[config.mk]
export PLATFORM = sky130hd
export DESIGN_NAME = bit_clock_recovery
export DESIGN_NICKNAME = d
export VERILOG_FILES = /design/src/rtl/dpll_pkg.sv /design/src/rtl/dpll_datapath.sv /design/src/rtl/dpll_control.sv /design/src/rtl/bit_clock_recovery.sv
export SDC_FILE = /design/constraint.sdc
export NUM_CORES = 1
export LEC_CHECK = 0
export CORE_MARGIN = 1
export CORE_UTILIZATION = 66
export DETAILED_ROUTE_END_ITERATION = 8
export DONT_BUFFER_PORTS = 1
export GPL_ROUTABILITY_DRIVEN = 0
export HOLD_SLACK_MARGIN = 0.12
export PLACE_DENSITY = 0.82
export SLEW_MARGIN = 10
export SYNTH_ARGS = -nofsm -noshare
export SYNTH_HDL_FRONTEND = slang
export SYNTH_SLANG_ARGS = --single-unit
[constraint.sdc]
create_clock -name clk -period 5.9 [get_ports clk]
set_input_delay 1.18 -clock clk [delete_from_list [all_inputs] [get_ports clk]]
set_output_delay 1.18 -clock clk [all_outputs]
set_load 0.02 [all_outputs]
[src/rtl/dpll_pkg.sv]
package dpll_pkg;

  // Phase steering command from the window logic, applied on a reference tick.
  typedef struct packed {
    logic hold;   // keep the counter: bit lengthened by one step
    logic skip;   // advance by two: bit shortened by one step
    logic jump;   // half-bit jump: reload to 0 with an extra sample
  } phaseCmd_t;

endpackage

[src/rtl/dpll_datapath.sv]
module dpll_datapath
  import dpll_pkg::*;
#(
  parameter int STEPS       = 16,
  parameter int SYNC_STAGES = 2,
  localparam int CW         = $clog2(STEPS)
) (
  input  logic          clk,
  input  logic          rstN,
  input  logic          refTick,
  input  logic          serialIn,
  input  phaseCmd_t     phaseCmd,
  output logic [CW-1:0] phaseCnt,
  output logic          edgeSeen,
  output logic          bitClk,
  output logic          sampleStrobe,
  output logic          sampleBit
);

  localparam logic [CW-1:0] SAMPLE_AT = CW'(STEPS / 2);
  localparam logic [CW-1:0] ONE_STEP  = CW'(1);
  localparam logic [CW-1:0] TWO_STEPS = CW'(2);

  logic [SYNC_STAGES-1:0] syncChain;
  logic                   lineNow;
  logic                   lastLine;
  logic [CW-1:0]          nextCnt;

  // Input synchronizer; its depth is a parameter.
  generate
    if (SYNC_STAGES == 1) begin : g_syncSingle
      always_ff @(posedge clk) begin
        if (!rstN) syncChain <= '0;
        else       syncChain <= serialIn;
      end
    end else begin : g_syncChain
      always_ff @(posedge clk) begin
        if (!rstN) syncChain <= '0;
        else       syncChain <= {syncChain[SYNC_STAGES-2:0], serialIn};
      end
    end
  endgenerate

  assign lineNow  = syncChain[SYNC_STAGES-1];

  // A transition is the line level differing from the level at the previous tick.
  assign edgeSeen = refTick && (lineNow != lastLine);

  // Counter step chosen by the command (the counter width is a power of two, so it wraps).
  always_comb begin
    if (phaseCmd.jump)      nextCnt = '0;
    else if (phaseCmd.hold) nextCnt = phaseCnt;
    else if (phaseCmd.skip) nextCnt = phaseCnt + TWO_STEPS;
    else                    nextCnt = phaseCnt + ONE_STEP;
  end

  always_ff @(posedge clk) begin
    if (!rstN) begin
      phaseCnt     <= '0;
      lastLine     <= 1'b0;
      bitClk       <= 1'b0;
      sampleStrobe <= 1'b0;
      sampleBit    <= 1'b0;
    end else begin
      bitClk       <= 1'b0;
      sampleStrobe <= 1'b0;
      if (refTick) begin
        phaseCnt <= nextCnt;
        lastLine <= lineNow;
        bitClk   <= (nextCnt < phaseCnt);
        if ((phaseCnt == SAMPLE_AT) || phaseCmd.jump) begin
          sampleStrobe <= 1'b1;
          sampleBit    <= lineNow;
        end
      end
    end
  end

endmodule

[src/rtl/dpll_control.sv]
module dpll_control
  import dpll_pkg::*;
#(
  parameter int STEPS      = 16,
  parameter int ADJ_SPAN   = 3,
  parameter int SHIFT_SPAN = 2,
  localparam int CW        = $clog2(STEPS)
) (
  input  logic          clk,
  input  logic          rstN,
  input  logic          refTick,
  input  logic          edgeSeen,
  input  logic [CW-1:0] phaseCnt,
  input  logic          nrzMode,
  input  logic          shiftDisable,
  output phaseCmd_t     phaseCmd
);

  localparam int            HALF       = STEPS / 2;
  localparam logic [CW-1:0] LATE_HI    = CW'(ADJ_SPAN);
  localparam logic [CW-1:0] EARLY_LO   = CW'(STEPS - ADJ_SPAN);
  localparam logic [CW-1:0] SHIFT_LO   = CW'(HALF - SHIFT_SPAN);
  localparam logic [CW-1:0] SHIFT_HI   = CW'(HALF + SHIFT_SPAN);
  localparam logic [CW-1:0] MID        = CW'(HALF);
  localparam logic [CW-1:0] GUARD_LOAD = CW'(STEPS - 1);

  logic [CW-1:0] guardCnt;
  logic          quiet;
  logic          accept;
  logic          inLate, inEarly, inShift, wideLate, wideEarly;

  // Interference guard: any transition reloads it; only a quiet guard accepts.
  assign quiet  = (guardCnt == '0);
  assign accept = edgeSeen && quiet;

  always_ff @(posedge clk) begin
    if (!rstN) begin
      guardCnt <= '0;
    end else if (refTick) begin
      if (edgeSeen)    guardCnt <= GUARD_LOAD;
      else if (!quiet) guardCnt <= guardCnt - CW'(1);
    end
  end

  // Window zones for the counter value at this tick.
  assign inLate    = (phaseCnt != '0) && (phaseCnt <= LATE_HI);
  assign inEarly   = (phaseCnt >= EARLY_LO);
  assign inShift   = (phaseCnt >= SHIFT_LO) && (phaseCnt <= SHIFT_HI);
  assign wideLate  = (phaseCnt != '0) && (phaseCnt < MID);
  assign wideEarly = (phaseCnt > MID);

  always_comb begin
    phaseCmd = '0;
    if (accept) begin
      if (shiftDisable) begin
        if (wideLate)       phaseCmd.hold = 1'b1;
        else if (wideEarly) phaseCmd.skip = 1'b1;
      end else begin
        if (inLate)                  phaseCmd.hold = 1'b1;
        else if (inEarly)            phaseCmd.skip = 1'b1;
        else if (inShift && nrzMode) phaseCmd.jump = 1'b1;
      end
    end
  end

endmodule

[src/rtl/bit_clock_recovery.sv]
module bit_clock_recovery
  import dpll_pkg::*;
#(
  parameter int STEPS       = 16,
  parameter int SYNC_STAGES = 2,
  parameter int ADJ_SPAN    = 3,
  parameter int SHIFT_SPAN  = 2
) (
  input  logic clk,
  input  logic rstN,
  input  logic refTick,
  input  logic serialIn,
  input  logic nrzMode,
  input  logic shiftDisable,
  output logic bitClk,
  output logic sampleStrobe,
  output logic sampleBit
);

  localparam int CW = $clog2(STEPS);

  logic [CW-1:0] phaseCnt;
  logic          edgeSeen;
  phaseCmd_t     phaseCmd;

  dpll_datapath #(
    .STEPS      (STEPS),
    .SYNC_STAGES(SYNC_STAGES)
  ) u_datapath (
    .clk         (clk),
    .rstN        (rstN),
    .refTick     (refTick),
    .serialIn    (serialIn),
    .phaseCmd    (phaseCmd),
    .phaseCnt    (phaseCnt),
    .edgeSeen    (edgeSeen),
    .bitClk      (bitClk),
    .sampleStrobe(sampleStrobe),
    .sampleBit   (sampleBit)
  );

  dpll_control #(
    .STEPS     (STEPS),
    .ADJ_SPAN  (ADJ_SPAN),
    .SHIFT_SPAN(SHIFT_SPAN)
  ) u_control (
    .clk         (clk),
    .rstN        (rstN),
    .refTick     (refTick),
    .edgeSeen    (edgeSeen),
    .phaseCnt    (phaseCnt),
    .nrzMode     (nrzMode),
    .shiftDisable(shiftDisable),
    .phaseCmd    (phaseCmd)
  );

endmodule

==> impl_metrics.py, run 1 <==
metrics = {
    "detailed_routing": {
        "via_per_inst": 6.45,
        "routed_wl_um": 2080,
        "avgRoutedWirePerCell_um": 14.8,
        "drt_iter0_drc": 21,
        "dr.pass1.iters": 4,
        "postRouteAntennaNets": 0,
        "drc": 0,
        "dr_total_vias": 903,
    },
    "sta": {
        "hold_viol": 0,
        "setup_tns_ns": 0,
        "final_max_slew_viol_count": 0,
        "skew_ns": 0.00363,
        "max_freq_mhz": 350,
        "finalCritPeriodShare_pct": 48.4,
        "final-setup-viol-count": 0,
        "hold_ws_ns": 0.469,
        "period_needed_ns": 2.86,
        "tightest_slew_ns": 0.496,
        "finalWorstSetupSlack_ns": 3.04,
        "rsz0062_at_grt": "false",
        "slew_headroom_pct": 66.9,
    },
    "cells_and_area": {
        "layout-drive-gt1-share_pct": 10.5,
        "utilization_pct": 72.1,
        "final_area_sq_um": 1090,
        "multiInputGateArea_sq_um": 716,
        "register_area_sq_um": 280,
        "finalNetCount": 142,
        "fillCellCount": 124,
        "num_antenna_cells": 0,
        "area_growth_pct": 2.48,
    },
    "synthesis": {
        "synth_top_area_share_pct": 26.4,
        "syn_area_sq_um": 1060,
        "synth_cell_types": 40,
        "yosys-top-cells-area": "dfxtp_1 (26%), ha_1 (13%), a21oi_1 (4.7%)",
        "yosysWarnings": 0,
        "synth_top_area_cell": "dfxtp_1",
        "synth_edf_count": 0,
        "ys_ff_latch": 14,
        "post-synth-top-count-cell": "dfxtp_1",
        "mappedNetlistNets": 141,
        "ys.flop_type": "dfxtp_1",
        "syn_avg_cell_area_sq_um": 8.55,
        "synth.yosys.seq_area_share_pct": 26.4,
        "synth_cells": 124,
        "synthArstFlopShare_pct": 0,
        "ys_top_cells_by_count": "dfxtp_1 (14), nand2_1 (12), ha_1 (11)",
    },
    "floorplanning": {
        "core_area_sq_um": 1510,
        "die_area_sq_um": 1770,
        "rows": 14,
        "die_y_um": 42.1,
        "die_w_um": 42.1,
        "num_io_pins": 9,
        "start_util_pct": 70.3,
    },
    "global_routing": {
        "grt_util_met1_pct": 30.0,
        "grt_pass1_wl_um": 3530,
        "globalRoute.busiestLayer": "met2",
        "grt.overflow.total": 0,
        "grt_start_max_net_pins": 17,
        "grt_util_met3_pct": 5.17,
        "gr-usage-met2_pct": 46.9,
        "grt_pass1_vias": 848,
        "antenna_found_initial": 0,
        "gr-usage-all-layers_pct": 26.0,
    },
    "cts": {
        "clock_latency_ns": 0.28,
        "cts_resized": 0,
        "clk_pin_slew_ns": 0.09,
        "tritoncts": "built",
        "clk_path_buf_depth": 2,
        "htree_num_levels": 1,
        "cts-root-buf": "clkbuf_4",
        "postCtsSetupBuffers": 0,
        "cts.sinks": 14,
        "cts_buffers": 3,
        "cts_hold_buf": 0,
    },
    "worst_setup_path": {
        "start_kind": "flip-flop",
        "setup.worst_path.class": "flip-flop to flip-flop",
        "critPathMaxFanout": 10,
        "critical_path_arrival_ns": 3.02,
        "crit_path_end_kind": "flip-flop",
        "cp.required_ns": 6.06,
    },
    "placed_design": {
        "dp_hpwl_um": 1590,
        "dpl-instance-area_sq_um": 1050,
        "io_buffers": 0,
        "preCtsSetupSlack_ns": 2.90,
    },
    "power_and_ir_drop": {
        "vdd_drop_max_uv": 206,
        "leakage_nw": 0.448,
        "powerDensity_nw_per_um2": 229,
    },
    "hold_path": {
        "hp-class": "flip-flop to flip-flop",
    },
    "run_status": {
        "status": "completed",
    },
    "run": {
        "drv_cap": 0,
    },
}
[worst paths after layout]
kind | from | to | slack (ns) | depth (start not counted)
max | u_datapath.phaseCnt[0] | u_datapath.bitClk | 3.04 | 10
min | u_datapath.syncChain[0] | u_datapath.syncChain[1] | 0.47 | 1
max reg2reg | u_datapath.phaseCnt[0] | u_datapath.bitClk | 3.04 | 10
min reg2reg | u_datapath.syncChain[0] | u_datapath.syncChain[1] | 0.47 | 1
[registers in the layout, summed over array words and instances (netlist names)]
signal / flops
u_control.guardCnt: 4
u_datapath.phaseCnt: 4
u_datapath.syncChain: 2
u_datapath.bitClk: 1
u_datapath.lastLine: 1
u_datapath.sampleBit: 1
u_datapath.sampleStrobe: 1
[layout by cell type, fill, tap and decap left out, types with 3 or more instances in the layout]
master    count
clkbuf_4      3
inv_1         9
dfxtp_1      14
nand2_1      12
o21ai_0       7
nor3_1        6
ha_1         11
a21oi_1      10
mux2i_1       3
nand2b_1      3
a31oi_1       3
nand3_1       7
[power by group]
| group | switching (mW) | internal [mW] | leakage (nW) | total, mW |
|---|---|---|---|---|
| combinational | 0.0351 | 0.0311 | 0.313 | 0.0662 |
| clock | 0.0314 | 0.0375 | 0.0210 | 0.0689 |
| sequential | 0.0113 | 0.103 | 0.115 | 0.114 |
[layer usage]
| metal | share of wire (%) | wire, um |
|---|---|---|
| met1 | 43 | 901 |
| met2 | 52 | 1080 |
| met3 | 3.9 | 80 |
| met4 | 0.72 | 15 |
| met5 | 0 | 0 |
[stage by stage]
stage                     std cells  power, mW
after floorplan                 124      0.170
after global placement          136      0.177
after detailed placement        136      0.181
after CTS                       140      0.250
after global routing            140      0.263
final                           140      0.249
[cell families (layout without fill, tap and decap cells)]
logic type | Yosys count | after routing | share of synthesized area (%)
fa+ha+maj | 11 | 11 | 13.0
xor+xnor | 1 | 1 | 1.54
flops | 14 | 14 | 26.4
compound gates | 34 | 34 | 22.4
mux | 3 | 3 | 2.83
buf+inv | 13 | 13 | 6.02
simple gates | 48 | 48 | 27.7
[critical path: stages, from the launching register on]
cell       delay, ns
dfxtp_1         0.56
inv_1           0.12
ha_1            0.27
or2b_1          0.18
o21ai_0         0.09
a211o_1         0.34
and3_4          0.21
nor3_1          0.17
ha_1            0.28
a21o_1          0.18
a2111oi_0       0.36
[layout make-up]
cell class | instances | area share (%)
flip-flops and latches | 14 | 25.8
multi-input cells | 97 | 65.9
clock buffers | 4 | 3.34
well taps | 16 | 1.84
inverters | 9 | 3.11
No activity file was read; power rests on OpenSTA's default activity.
==> run 2, diff against run 1 <==
--- a/config.mk
+++ b/config.mk
@@ -6,12 +6,12 @@
 export NUM_CORES = 1
 export LEC_CHECK = 0
 export CORE_MARGIN = 1
-export CORE_UTILIZATION = 66
+export CORE_UTILIZATION = 55
 export DETAILED_ROUTE_END_ITERATION = 8
 export DONT_BUFFER_PORTS = 1
 export GPL_ROUTABILITY_DRIVEN = 0
 export HOLD_SLACK_MARGIN = 0.12
-export PLACE_DENSITY = 0.82
+export PLACE_DENSITY = 0.73
 export SLEW_MARGIN = 10
 export SYNTH_ARGS = -nofsm -noshare
 export SYNTH_HDL_FRONTEND = slang
==> constraint.sdc (replaced) <==
create_clock -name clk -period 2.6 [get_ports clk]
set_input_delay 0.52 -clock clk [delete_from_list [all_inputs] [get_ports clk]]
set_output_delay 0.52 -clock clk [all_outputs]
set_load 0.02 [all_outputs]
==> run 2 against run 1 <==
Via count is 5.4% higher; combinational power grew to 2.9 times the previous value; largest cell class unchanged; total power is 140% higher; critical path depth stayed put; utilization is 2.2 points lower.
==> impl_metrics.py, run 2 (synthesis gave the netlist of run 1 again) <==
metrics = {
    "run_status": {
        "status": "completed",
    },
    "cells_and_area": {
        "area_growth_pct": 16.4,
        "most-common-layout-cells": "buf_4 (13), nand2_1 (12), ha_1 (11), dfxtp_1 (11), a21oi_1 (10)",
        "register_area_sq_um": 284,
        "finalNonFillerCells": 162,
        "final_common_cell": "buf_4",
        "layout-drive-gt1-share_pct": 24.1,
        "final_area_sq_um": 1230,
        "finalNetCount": 155,
        "top_regs": "u_control.guardCnt x4, u_datapath.phaseCnt x4, u_datapath.syncChain x2",
        "fillCellCount": 145,
        "multiInputGateArea_sq_um": 751,
        "num_antenna_cells": 0,
    },
    "cts": {
        "clock_latency_ns": 0.28,
        "cts-root-buf": "clkbuf_4",
        "cts.sinks": 14,
        "htree_num_levels": 1,
        "cts_hold_buf": 0,
        "clk_pin_slew_ns": 0.08,
        "clk_path_buf_depth": 2,
        "cts_buffers": 3,
        "tritoncts": "built",
    },
    "floorplanning": {
        "num_io_pins": 9,
        "die_area_sq_um": 2110,
        "core_area_sq_um": 1760,
        "start_util_pct": 60.1,
        "rows": 15,
        "die_y_um": 45.9,
        "die_w_um": 45.9,
    },
    "power_and_ir_drop": {
        "switching_power_mw": 0.185,
        "clkPwrFrac_pct": 25.9,
        "leakage_nw": 0.521,
        "powerDensity_nw_per_um2": 488,
        "p_comb_share_pct": 32.1,
        "p_sw_share_pct": 30.7,
        "power.internal_mw": 0.417,
        "p_total_mw": 0.602,
        "vdd_drop_max_uv": 471,
        "pwr-share-seq_pct": 42.0,
    },
    "detailed_routing": {
        "drt_iter0_drc": 16,
        "via_per_inst": 5.88,
        "dr.pass1.iters": 4,
        "routed_wl_um": 2300,
        "dr_total_vias": 952,
        "avgRoutedWirePerCell_um": 14.2,
        "postRouteAntennaNets": 0,
        "drc": 0,
    },
    "global_routing": {
        "grt.overflow.total": 0,
        "gr-usage-all-layers_pct": 24.2,
        "grt_start_max_net_pins": 15,
        "grt_pass1_wl_um": 3620,
        "grt_pass1_vias": 837,
        "antenna_found_initial": 0,
    },
    "sta": {
        "period_needed_ns": 2.48,
        "final_max_slew_viol_count": 0,
        "slew_headroom_pct": 72.5,
        "tightest_slew_ns": 0.412,
        "finalCritPeriodShare_pct": 95.4,
        "skew_ns": 0.000739,
        "max_freq_mhz": 403,
        "hold_viol": 0,
        "final-setup-viol-count": 0,
        "finalWorstSetupSlack_ns": 0.121,
    },
    "placed_design": {
        "io_buffers": 0,
        "dp_hpwl_um": 1650,
        "dpl.cell_count": 155,
        "preCtsSetupSlack_ns": -0.0139,
        "dpl-instance-area_sq_um": 1140,
    },
    "hold_path": {
        "hp-class": "primary input to flip-flop",
        "min_path_cells": 1,
    },
    "run": {
        "drv_cap": 0,
    },
    "worst_setup_path": {
        "critical_path_arrival_ns": 2.66,
        "start_kind": "flip-flop",
        "cp.required_ns": 2.78,
        "setup.worst_path.class": "flip-flop to flip-flop",
        "worstRegToRegCells": 10,
        "critPathMaxFanout": 4,
        "crit_path_end_kind": "flip-flop",
    },
}
run 2: path summary, 6_finish.rpt:
path	startpoint	end	slack [ns]
setup / recovery	u_control.guardCnt[0]	u_datapath.bitClk	0.12
hold / removal	rstN	u_control.guardCnt[0]	0.36
setup reg to reg	u_control.guardCnt[0]	u_datapath.bitClk	0.12
hold reg to reg	u_datapath.syncChain[0]	u_datapath.syncChain[1]	0.44
run 2: routing by layer:
layer,up-vias,routed length [um],GRT usage [%]
li1,473,-,-
met1,447,1070,31.2
met2,24,1070,37.5
met3,8,118,8.33
met4,0,32,7.65
met5,-,0,0
run 2: repair_timing:
| item | CTS | global route |
|---|---|---|
| pin swaps | 0 | 5 |
| setup buffers | 2 | 1 |
| gates resized for setup | 0 | 10 |
| setup endpoints to repair | 1 | 1 |
run 2: layout make-up:
cell class | instances | area share (%)
Inverter | 9 | 2.74
Clock buffer | 4 | 2.94
Timing Repair Buffer | 13 | 7.91
Tap cell | 25 | 2.54
Sequential cell | 14 | 23.0
Multi-Input combinational cell | 97 | 60.9
run 2: power by group through the flow:
stage | logic, mW | clock network (mW) | registers, mW
finish | 0.193 | 0.156 | 0.253
CTS | 0.181 | 0.163 | 0.251
global route | 0.217 | 0.170 | 0.256
floorplan | 0.131 | 0 | 0.256
detailed placement | 0.163 | 0 | 0.256
global placement | 0.157 | 0 | 0.256
run 2: critical path, stage by stage, from the launching register on:
cell and delay, ns:
dfxtp_2 0.34, inv_1 0.07, ha_1 0.14, nor3b_4 0.24
nand3_2 0.11, a211o_1 0.33, and3_4 0.21, nor3_4 0.18
ha_1 0.26, a21o_1 0.20, a2111oi_2 0.29
run 2: stage by stage:
| step | utilization (%) | setup TNS [ns] | hold WS, ns |
|---|---|---|---|
| global placement | 64.4 | 0 | 0.415 |
| detailed placement | 64.4 | -0.0139 | 0.427 |
| floorplan | - | 0 | 0.412 |
| CTS | 67.3 | 0 | 0.350 |
| finish | 69.9 | 0 | 0.359 |
| global route | 69.9 | -0.0469 | 0.339 |
